--- src/rtl/dram_ctrl_pkg.sv ---
package dram_ctrl_pkg;

  typedef enum logic [2:0] {
    ACC_IDLE,
    ACC_ROW,
    ACC_COL,
    ACC_STROBE,
    ACC_PRE
  } acc_state_e;

  typedef enum logic [1:0] {
    RF_IDLE,
    RF_CAS,
    RF_RAS,
    RF_PRE
  } rfr_state_e;

  localparam int LANES = 4;

  // Number of bytes moved by a size code (00 means a full 32-bit word).
  function automatic int size_bytes(input logic [1:0] size);
    return (size == 2'b00) ? LANES : int'(size);
  endfunction

  // Byte lanes touched by a write: from the offset upward, clipped at the port end.
  function automatic logic [LANES-1:0] write_lanes(input logic [1:0] size,
                                                   input logic [1:0] off);
    logic [LANES-1:0] m;
    m = '0;
    for (int i = 0; i < LANES; i++) begin
      if (i >= int'(off) && i < int'(off) + size_bytes(size)) m[i] = 1'b1;
    end
    return m;
  endfunction

  function automatic int max3(input int a, input int b, input int c);
    int m;
    m = (a > b) ? a : b;
    return (m > c) ? m : c;
  endfunction

endpackage

--- src/rtl/dram_arbiter.sv ---
module dram_arbiter (
  input  logic clk,
  input  logic rst_n,
  input  logic refresh_tick,
  input  logic rfr_done,
  input  logic acc_ready,
  input  logic rfr_ready,
  input  logic mem_req,
  output logic rfr_pend,
  output logic grant_acc,
  output logic grant_rfr
);

  logic dram_free;

  always_ff @(posedge clk or negedge rst_n) begin
    if (!rst_n)            rfr_pend <= 1'b0;
    else if (refresh_tick) rfr_pend <= 1'b1;
    else if (rfr_done)     rfr_pend <= 1'b0;
  end

  assign dram_free = acc_ready && rfr_ready;
  assign grant_rfr = dram_free && rfr_pend;
  assign grant_acc = dram_free && !rfr_pend && mem_req;

endmodule

--- src/rtl/dram_access_seq.sv ---
module dram_access_seq #(
  parameter int RAS_CYC = 1,
  parameter int MUX_CYC = 1,
  parameter int PRE_CYC = 2
) (
  input  logic       clk,
  input  logic       rst_n,
  input  logic       start,
  input  logic       rd_wr,
  input  logic [1:0] xfer_size,
  input  logic [1:0] addr_lo,
  output logic       ready,
  output logic       active,
  output logic       ras,
  output logic       col,
  output logic [3:0] cas,
  output logic       we,
  output logic       term
);
  import dram_ctrl_pkg::*;

  localparam int CNT_W = $clog2(max3(RAS_CYC, MUX_CYC, PRE_CYC) + 1);

  acc_state_e       state;
  logic [CNT_W-1:0] cnt;
  logic             rd_q;
  logic [1:0]       size_q;
  logic [1:0]       off_q;
  logic             cnt_zero;

  assign cnt_zero = (cnt == '0);
  assign ready    = (state == ACC_IDLE) || (state == ACC_PRE && cnt_zero);

  always_ff @(posedge clk or negedge rst_n) begin
    if (!rst_n) begin
      state  <= ACC_IDLE;
      cnt    <= '0;
      rd_q   <= 1'b1;
      size_q <= 2'b00;
      off_q  <= 2'b00;
    end else if (ready && start) begin
      state  <= ACC_ROW;
      cnt    <= CNT_W'(RAS_CYC - 1);
      rd_q   <= rd_wr;
      size_q <= xfer_size;
      off_q  <= addr_lo;
    end else begin
      case (state)
        ACC_ROW: begin
          if (cnt_zero) begin
            state <= ACC_COL;
            cnt   <= CNT_W'(MUX_CYC - 1);
          end else cnt <= cnt - 1'b1;
        end
        ACC_COL: begin
          if (cnt_zero) state <= ACC_STROBE;
          else cnt <= cnt - 1'b1;
        end
        ACC_STROBE: begin
          state <= ACC_PRE;
          cnt   <= CNT_W'(PRE_CYC - 1);
        end
        ACC_PRE: begin
          if (cnt_zero) state <= ACC_IDLE;
          else cnt <= cnt - 1'b1;
        end
        default: state <= ACC_IDLE;
      endcase
    end
  end

  assign active = (state == ACC_ROW) || (state == ACC_COL) || (state == ACC_STROBE);
  assign ras    = active;
  assign col    = (state == ACC_COL) || (state == ACC_STROBE);
  assign term   = (state == ACC_STROBE);
  assign we     = active && !rd_q;
  assign cas    = term ? (rd_q ? 4'hF : write_lanes(size_q, off_q)) : 4'h0;

endmodule

--- src/rtl/dram_refresh_seq.sv ---
module dram_refresh_seq #(
  parameter int CBR_LEAD = 1,
  parameter int RFR_CYC  = 2,
  parameter int PRE_CYC  = 2
) (
  input  logic       clk,
  input  logic       rst_n,
  input  logic       start,
  output logic       ready,
  output logic       active,
  output logic       ras,
  output logic [3:0] cas,
  output logic       done
);
  import dram_ctrl_pkg::*;

  localparam int CNT_W = $clog2(max3(CBR_LEAD, RFR_CYC, PRE_CYC) + 1);

  rfr_state_e       state;
  logic [CNT_W-1:0] cnt;
  logic             cnt_zero;

  assign cnt_zero = (cnt == '0);
  assign ready    = (state == RF_IDLE) || (state == RF_PRE && cnt_zero);

  always_ff @(posedge clk or negedge rst_n) begin
    if (!rst_n) begin
      state <= RF_IDLE;
      cnt   <= '0;
    end else if (ready && start) begin
      state <= RF_CAS;
      cnt   <= CNT_W'(CBR_LEAD - 1);
    end else begin
      case (state)
        RF_CAS: begin
          if (cnt_zero) begin
            state <= RF_RAS;
            cnt   <= CNT_W'(RFR_CYC - 1);
          end else cnt <= cnt - 1'b1;
        end
        RF_RAS: begin
          if (cnt_zero) begin
            state <= RF_PRE;
            cnt   <= CNT_W'(PRE_CYC - 1);
          end else cnt <= cnt - 1'b1;
        end
        RF_PRE: begin
          if (cnt_zero) state <= RF_IDLE;
          else cnt <= cnt - 1'b1;
        end
        default: state <= RF_IDLE;
      endcase
    end
  end

  assign active = (state == RF_CAS) || (state == RF_RAS);
  assign ras    = (state == RF_RAS);
  assign cas    = active ? 4'hF : 4'h0;
  assign done   = (state == RF_RAS) && cnt_zero;

endmodule

--- src/rtl/dram_refresh_ctrl.sv ---
module dram_refresh_ctrl #(
  parameter int RAS_CYC  = 1,
  parameter int MUX_CYC  = 1,
  parameter int PRE_CYC  = 2,
  parameter int CBR_LEAD = 1,
  parameter int RFR_CYC  = 2
) (
  input  logic       clk,
  input  logic       rst_n,
  input  logic       refresh_tick,
  input  logic       mem_sel,
  input  logic       addr_strobe,
  input  logic       rd_wr,
  input  logic [1:0] xfer_size,
  input  logic [1:0] addr_lo,
  output logic       ras_on,
  output logic [3:0] cas_on,
  output logic       dram_we,
  output logic       col_sel,
  output logic       cyc_term
);

  logic       mem_req;
  logic       rfr_pend, grant_acc, grant_rfr, rfr_done;
  logic       acc_ready, acc_active, acc_ras, acc_col, acc_we, acc_term;
  logic       rfr_ready, rfr_active, rfr_ras;
  logic [3:0] acc_cas, rfr_cas;

  assign mem_req = mem_sel && addr_strobe;

  dram_arbiter u_arb (
    .clk(clk), .rst_n(rst_n), .refresh_tick(refresh_tick), .rfr_done(rfr_done),
    .acc_ready(acc_ready), .rfr_ready(rfr_ready), .mem_req(mem_req),
    .rfr_pend(rfr_pend), .grant_acc(grant_acc), .grant_rfr(grant_rfr)
  );

  dram_access_seq #(.RAS_CYC(RAS_CYC), .MUX_CYC(MUX_CYC), .PRE_CYC(PRE_CYC)) u_acc (
    .clk(clk), .rst_n(rst_n), .start(grant_acc), .rd_wr(rd_wr),
    .xfer_size(xfer_size), .addr_lo(addr_lo), .ready(acc_ready),
    .active(acc_active), .ras(acc_ras), .col(acc_col), .cas(acc_cas),
    .we(acc_we), .term(acc_term)
  );

  dram_refresh_seq #(.CBR_LEAD(CBR_LEAD), .RFR_CYC(RFR_CYC), .PRE_CYC(PRE_CYC)) u_rfr (
    .clk(clk), .rst_n(rst_n), .start(grant_rfr), .ready(rfr_ready),
    .active(rfr_active), .ras(rfr_ras), .cas(rfr_cas), .done(rfr_done)
  );

  assign ras_on   = acc_ras | rfr_ras;
  assign cas_on   = acc_cas | rfr_cas;
  assign dram_we  = acc_we;
  assign col_sel  = acc_col;
  assign cyc_term = acc_term;

endmodule

--- config.mk ---
export PLATFORM = sky130hd
export DESIGN_NAME = dram_refresh_ctrl
export DESIGN_NICKNAME = d
export VERILOG_FILES = /design/src/rtl/dram_ctrl_pkg.sv /design/src/rtl/dram_arbiter.sv /design/src/rtl/dram_access_seq.sv /design/src/rtl/dram_refresh_seq.sv /design/src/rtl/dram_refresh_ctrl.sv
export SDC_FILE = /design/constraint.sdc
export NUM_CORES = 1
export LEC_CHECK = 0
export ABC_AREA = 1
export CORE_ASPECT_RATIO = 1.25
export CORE_MARGIN = 2
export CORE_UTILIZATION = 50
export CTS_CLUSTER_DIAMETER = 120
export DETAILED_ROUTE_END_ITERATION = 6
export MAX_ROUTING_LAYER = met4
export PLACE_DENSITY = 0.86
export SETUP_SLACK_MARGIN = 0.02
export SLEW_MARGIN = 10
export SYNTH_ARGS = -nofsm -noshare
export SYNTH_HDL_FRONTEND = slang
export SYNTH_SLANG_ARGS = --single-unit
--- constraint.sdc ---
create_clock -name clk -period 3.8 [get_ports clk]
set_input_delay 0.57 -clock clk [delete_from_list [all_inputs] [get_ports clk]]
set_output_delay 0.57 -clock clk [all_outputs]
set_load 0.05 [all_outputs]
==> results of run 1 <==
[cells in the final DEF, fill, tap and decap left out]
master,synthesis,final
nand4_1,1,1
fa_1,1,1
nand3_1,8,8
a21oi_1,3,3
nand3_2,2,2
nand2_1,42,42
o21ai_2,1,1
nand2_2,5,5
nor3_1,1,1
and3_1,1,1
o21ai_1,3,3
dfstp_2,1,1
o21ai_0,4,4
nor2_1,10,10
a21oi_2,2,2
clkinv_2,1,1
clkbuf_1,1,1
clkbuf_4,0,3
inv_2,1,1
or2_2,2,2
o211ai_1,1,1
nor2_4,2,2
o21bai_1,1,1
clkdlybuf4s50_1,0,17
nor2_2,3,3
dfrtp_1,14,14
inv_1,25,25
ha_1,10,10
[through the flow]
step | setup slack, ns | cell area, um^2 | cells | util | hold slack, ns
final | 0.495 | 1290 | 186 | 0.639 | 0.523
after global routing | 0.360 | 1290 | 186 | 0.639 | 0.577
after CTS | 0.469 | 1290 | 186 | 0.639 | 0.524
after detailed placement | 0.801 | 1270 | 182 | 0.626 | 0.498
after global placement | 0.907 | 1270 | 182 | 0.626 | 0.484
after floorplan | 0.817 | 1090 | 147 | - | 0.274
[worst reg2reg max path: cells and delay by family, from the launching register on]
family / cells / cell delay (ns)
AOI/OAI and AO/OA: 1 / 0.04
adders and majority gates: 1 / 0.26
buffers and inverters: 1 / 0.11
DFF: 1 / 0.41
and+or+nand+nor: 4 / 0.69
[routing by layer]
metal  GRT usage  routed length, um  vias to the layer above
met2       0.330               1080                       24
met1       0.212                894                      439
met3      0.0390                 74                        6
li1            -                  -                      487
met4       0.114                 48                        0
met5           -                  0                        -
[final cells by class]
cell class	instances	share of cell area
multi-input combinational	103	0.459
sequential	15	0.291
timing repair buffer	17	0.131
inverter	27	0.0792
clock buffer	4	0.0203
tap	20	0.0193
[path summary, 6_finish.rpt]
| kind | from | end | slack [ns] | cells past startpoint |
|---|---|---|---|---|
| max in group asynchronous | rst_n | u_acc.size_q[1]$_DFFE_PN0P_ | 2.70 | 1 |
| max | u_acc.off_q[0]$_DFFE_PN0P_ | cas_on[0] | 0.49 | 10 |
| min in group asynchronous | rst_n | u_acc.cnt[0]$_DFFE_PN0P_ | 0.67 | 1 |
| min reg2reg | u_rfr.cnt[1]$_DFFE_PN0P_ | u_rfr.cnt[1]$_DFFE_PN0P_ | 0.52 | 2 |
| max reg2reg | u_acc.cnt[0]$_DFFE_PN0P_ | u_acc.off_q[1]$_DFFE_PN0P_ | 2.18 | 7 |
| min | u_rfr.cnt[1]$_DFFE_PN0P_ | u_rfr.cnt[1]$_DFFE_PN0P_ | 0.52 | 2 |
[flip-flops by register name, indices dropped and copies added (netlist names)]
| register | count |
|---|---|
| u_acc.size_q | 2 |
| u_acc.cnt | 2 |
| u_acc.rd_q | 1 |
| u_rfr.state | 2 |
| u_acc.state | 3 |
| u_rfr.cnt | 2 |
| u_arb.rfr_pend | 1 |
| u_acc.off_q | 2 |
[logic make-up (layout without fill, tap and decap cells)]
kind of cell,count (synthesis),count (layout),share of synthesized area
fa+ha+maj,11,11,0.133
simple gates,77,77,0.329
flops,15,15,0.346
buf+inv,29,48,0.108
compound gates,15,15,0.0839
==> results.tsv, run 1 <==
metric	value	unit
EDFF count, synth	0	
Startpoint Class	register	
Netlist cell types	27	
CP required	3.23	ns
die area	2570	um^2
CP peak stage delay	0.69	ns
crit-path cells	ha_1, fa_1, or2_2, nand2_1, nand2_1, nand2_1, nand2_1, nand2_1, nand2_1, clkdlybuf4s50_1	
area grow syn2layout	19.0	%
slowest cell on the critical path	clkdlybuf4s50_1	
WL/cell	11.3	um
Mapped Avg Cell Area	7.41	um^2
clk slew on worst S/H paths	0.09	ns
Main synth FF type	dfrtp_1	
HP Class	register to register	
biggest area consumer among synthesized cells	dfrtp_1	
Post-synth ARST share	1.00	
Max Slew Vio Count	0	
Sequential Area	377	um^2
Crit path arrival time	2.74	ns
synthesized area	1090	um^2
share of the synthesized area in the top cell type	0.322	
Buf/Inv on CP	1	
initial antenna violation count	0	
clk_skew	0.00482	ns
worst skew pair latency	0.29	ns
die height	56.2	um
Post-Syn Instances	147	
TritonCTS Buffers	3	
Die Wd	45.7	um
Max Buffers Root-to-Sink	2	
IO Count	18	
Setup CP Type	register to primary output	
Setup crit end kind	primary output	
crit-path max FO	4	
area of the multi-input gates	594	um^2
vias in the first global route	967	
Final period util	0.870	
Final Hold Vio Count	0	
Initial DRC Count	14	
ANT cells	0	
TritonCTS clock tree	built	
total track usage	0.200	
CTS Hold Buffers Added	0	
Final #Nets	188	
H-tree Lvls	1	
postcts setup bufs	0	
root buffer cell	clkbuf_4	
drt via density	5.14	
max_slew headroom	0.559	
synth top area cells	dfrtp_1 (32%), nand2_1 (14%), ha_1 (11%)	
share of post-route cells with drive strength above 1	0.139	
num rows	18	
initial core utilization	0.537	
Port Buffers	17	
first-pass GRT wire length	3710	um
top cells by count, synth	nand2_1 (42), inv_1 (25), dfrtp_1 (14), ha_1 (10), nor2_1 (10)	
RSZ-0062 raised after global routing	no	
DRC Markers	0	
max-cap check violation count	0	
fill count	173	
most used cell, CP	nand2_1	
Final setup viols	0	
post-synthesis sequential area ratio	0.346	
largest net degree at the start of global routing	16	
First-pass DRT Iterations	4	
grt ovf	0	
Vias	956	
Synth Register Bits	15	
outcome	complete, no violations	
Routed Antenna Nets	0	
Setup TNS	0	ns
Worst-Margin Slew	0.659	ns
clk sink count	15	
core area	2030	um^2
syn_nets	168	
RePlAce Congestion	0.751	
most frequent cell after synthesis	nand2_1	
overall routed net length	2100	um
Final Critical Period	3.31	ns
post-DP HPWL	1740	um
Crit path max-delay family	simple AND/OR/NAND/NOR gates	
PostCTS Resize Cnt	0	
Yosys warnings	0	
FMAX	0.303	GHz
Power of run 1 is left out: the tool's default activity adds up to more than one toggle a clock period on the data nets, which glitch-free logic cannot reach.
==> inputs of run 2 (changes only) <==
Settings changed: SETUP_SLACK_MARGIN 0.02 to not set, TNS_END_PERCENT set to 100.
==> results of run 2 <==
Final layout, timing and power as in run 1 (identical DEF).
Power of run 2 is left out for the same reason.
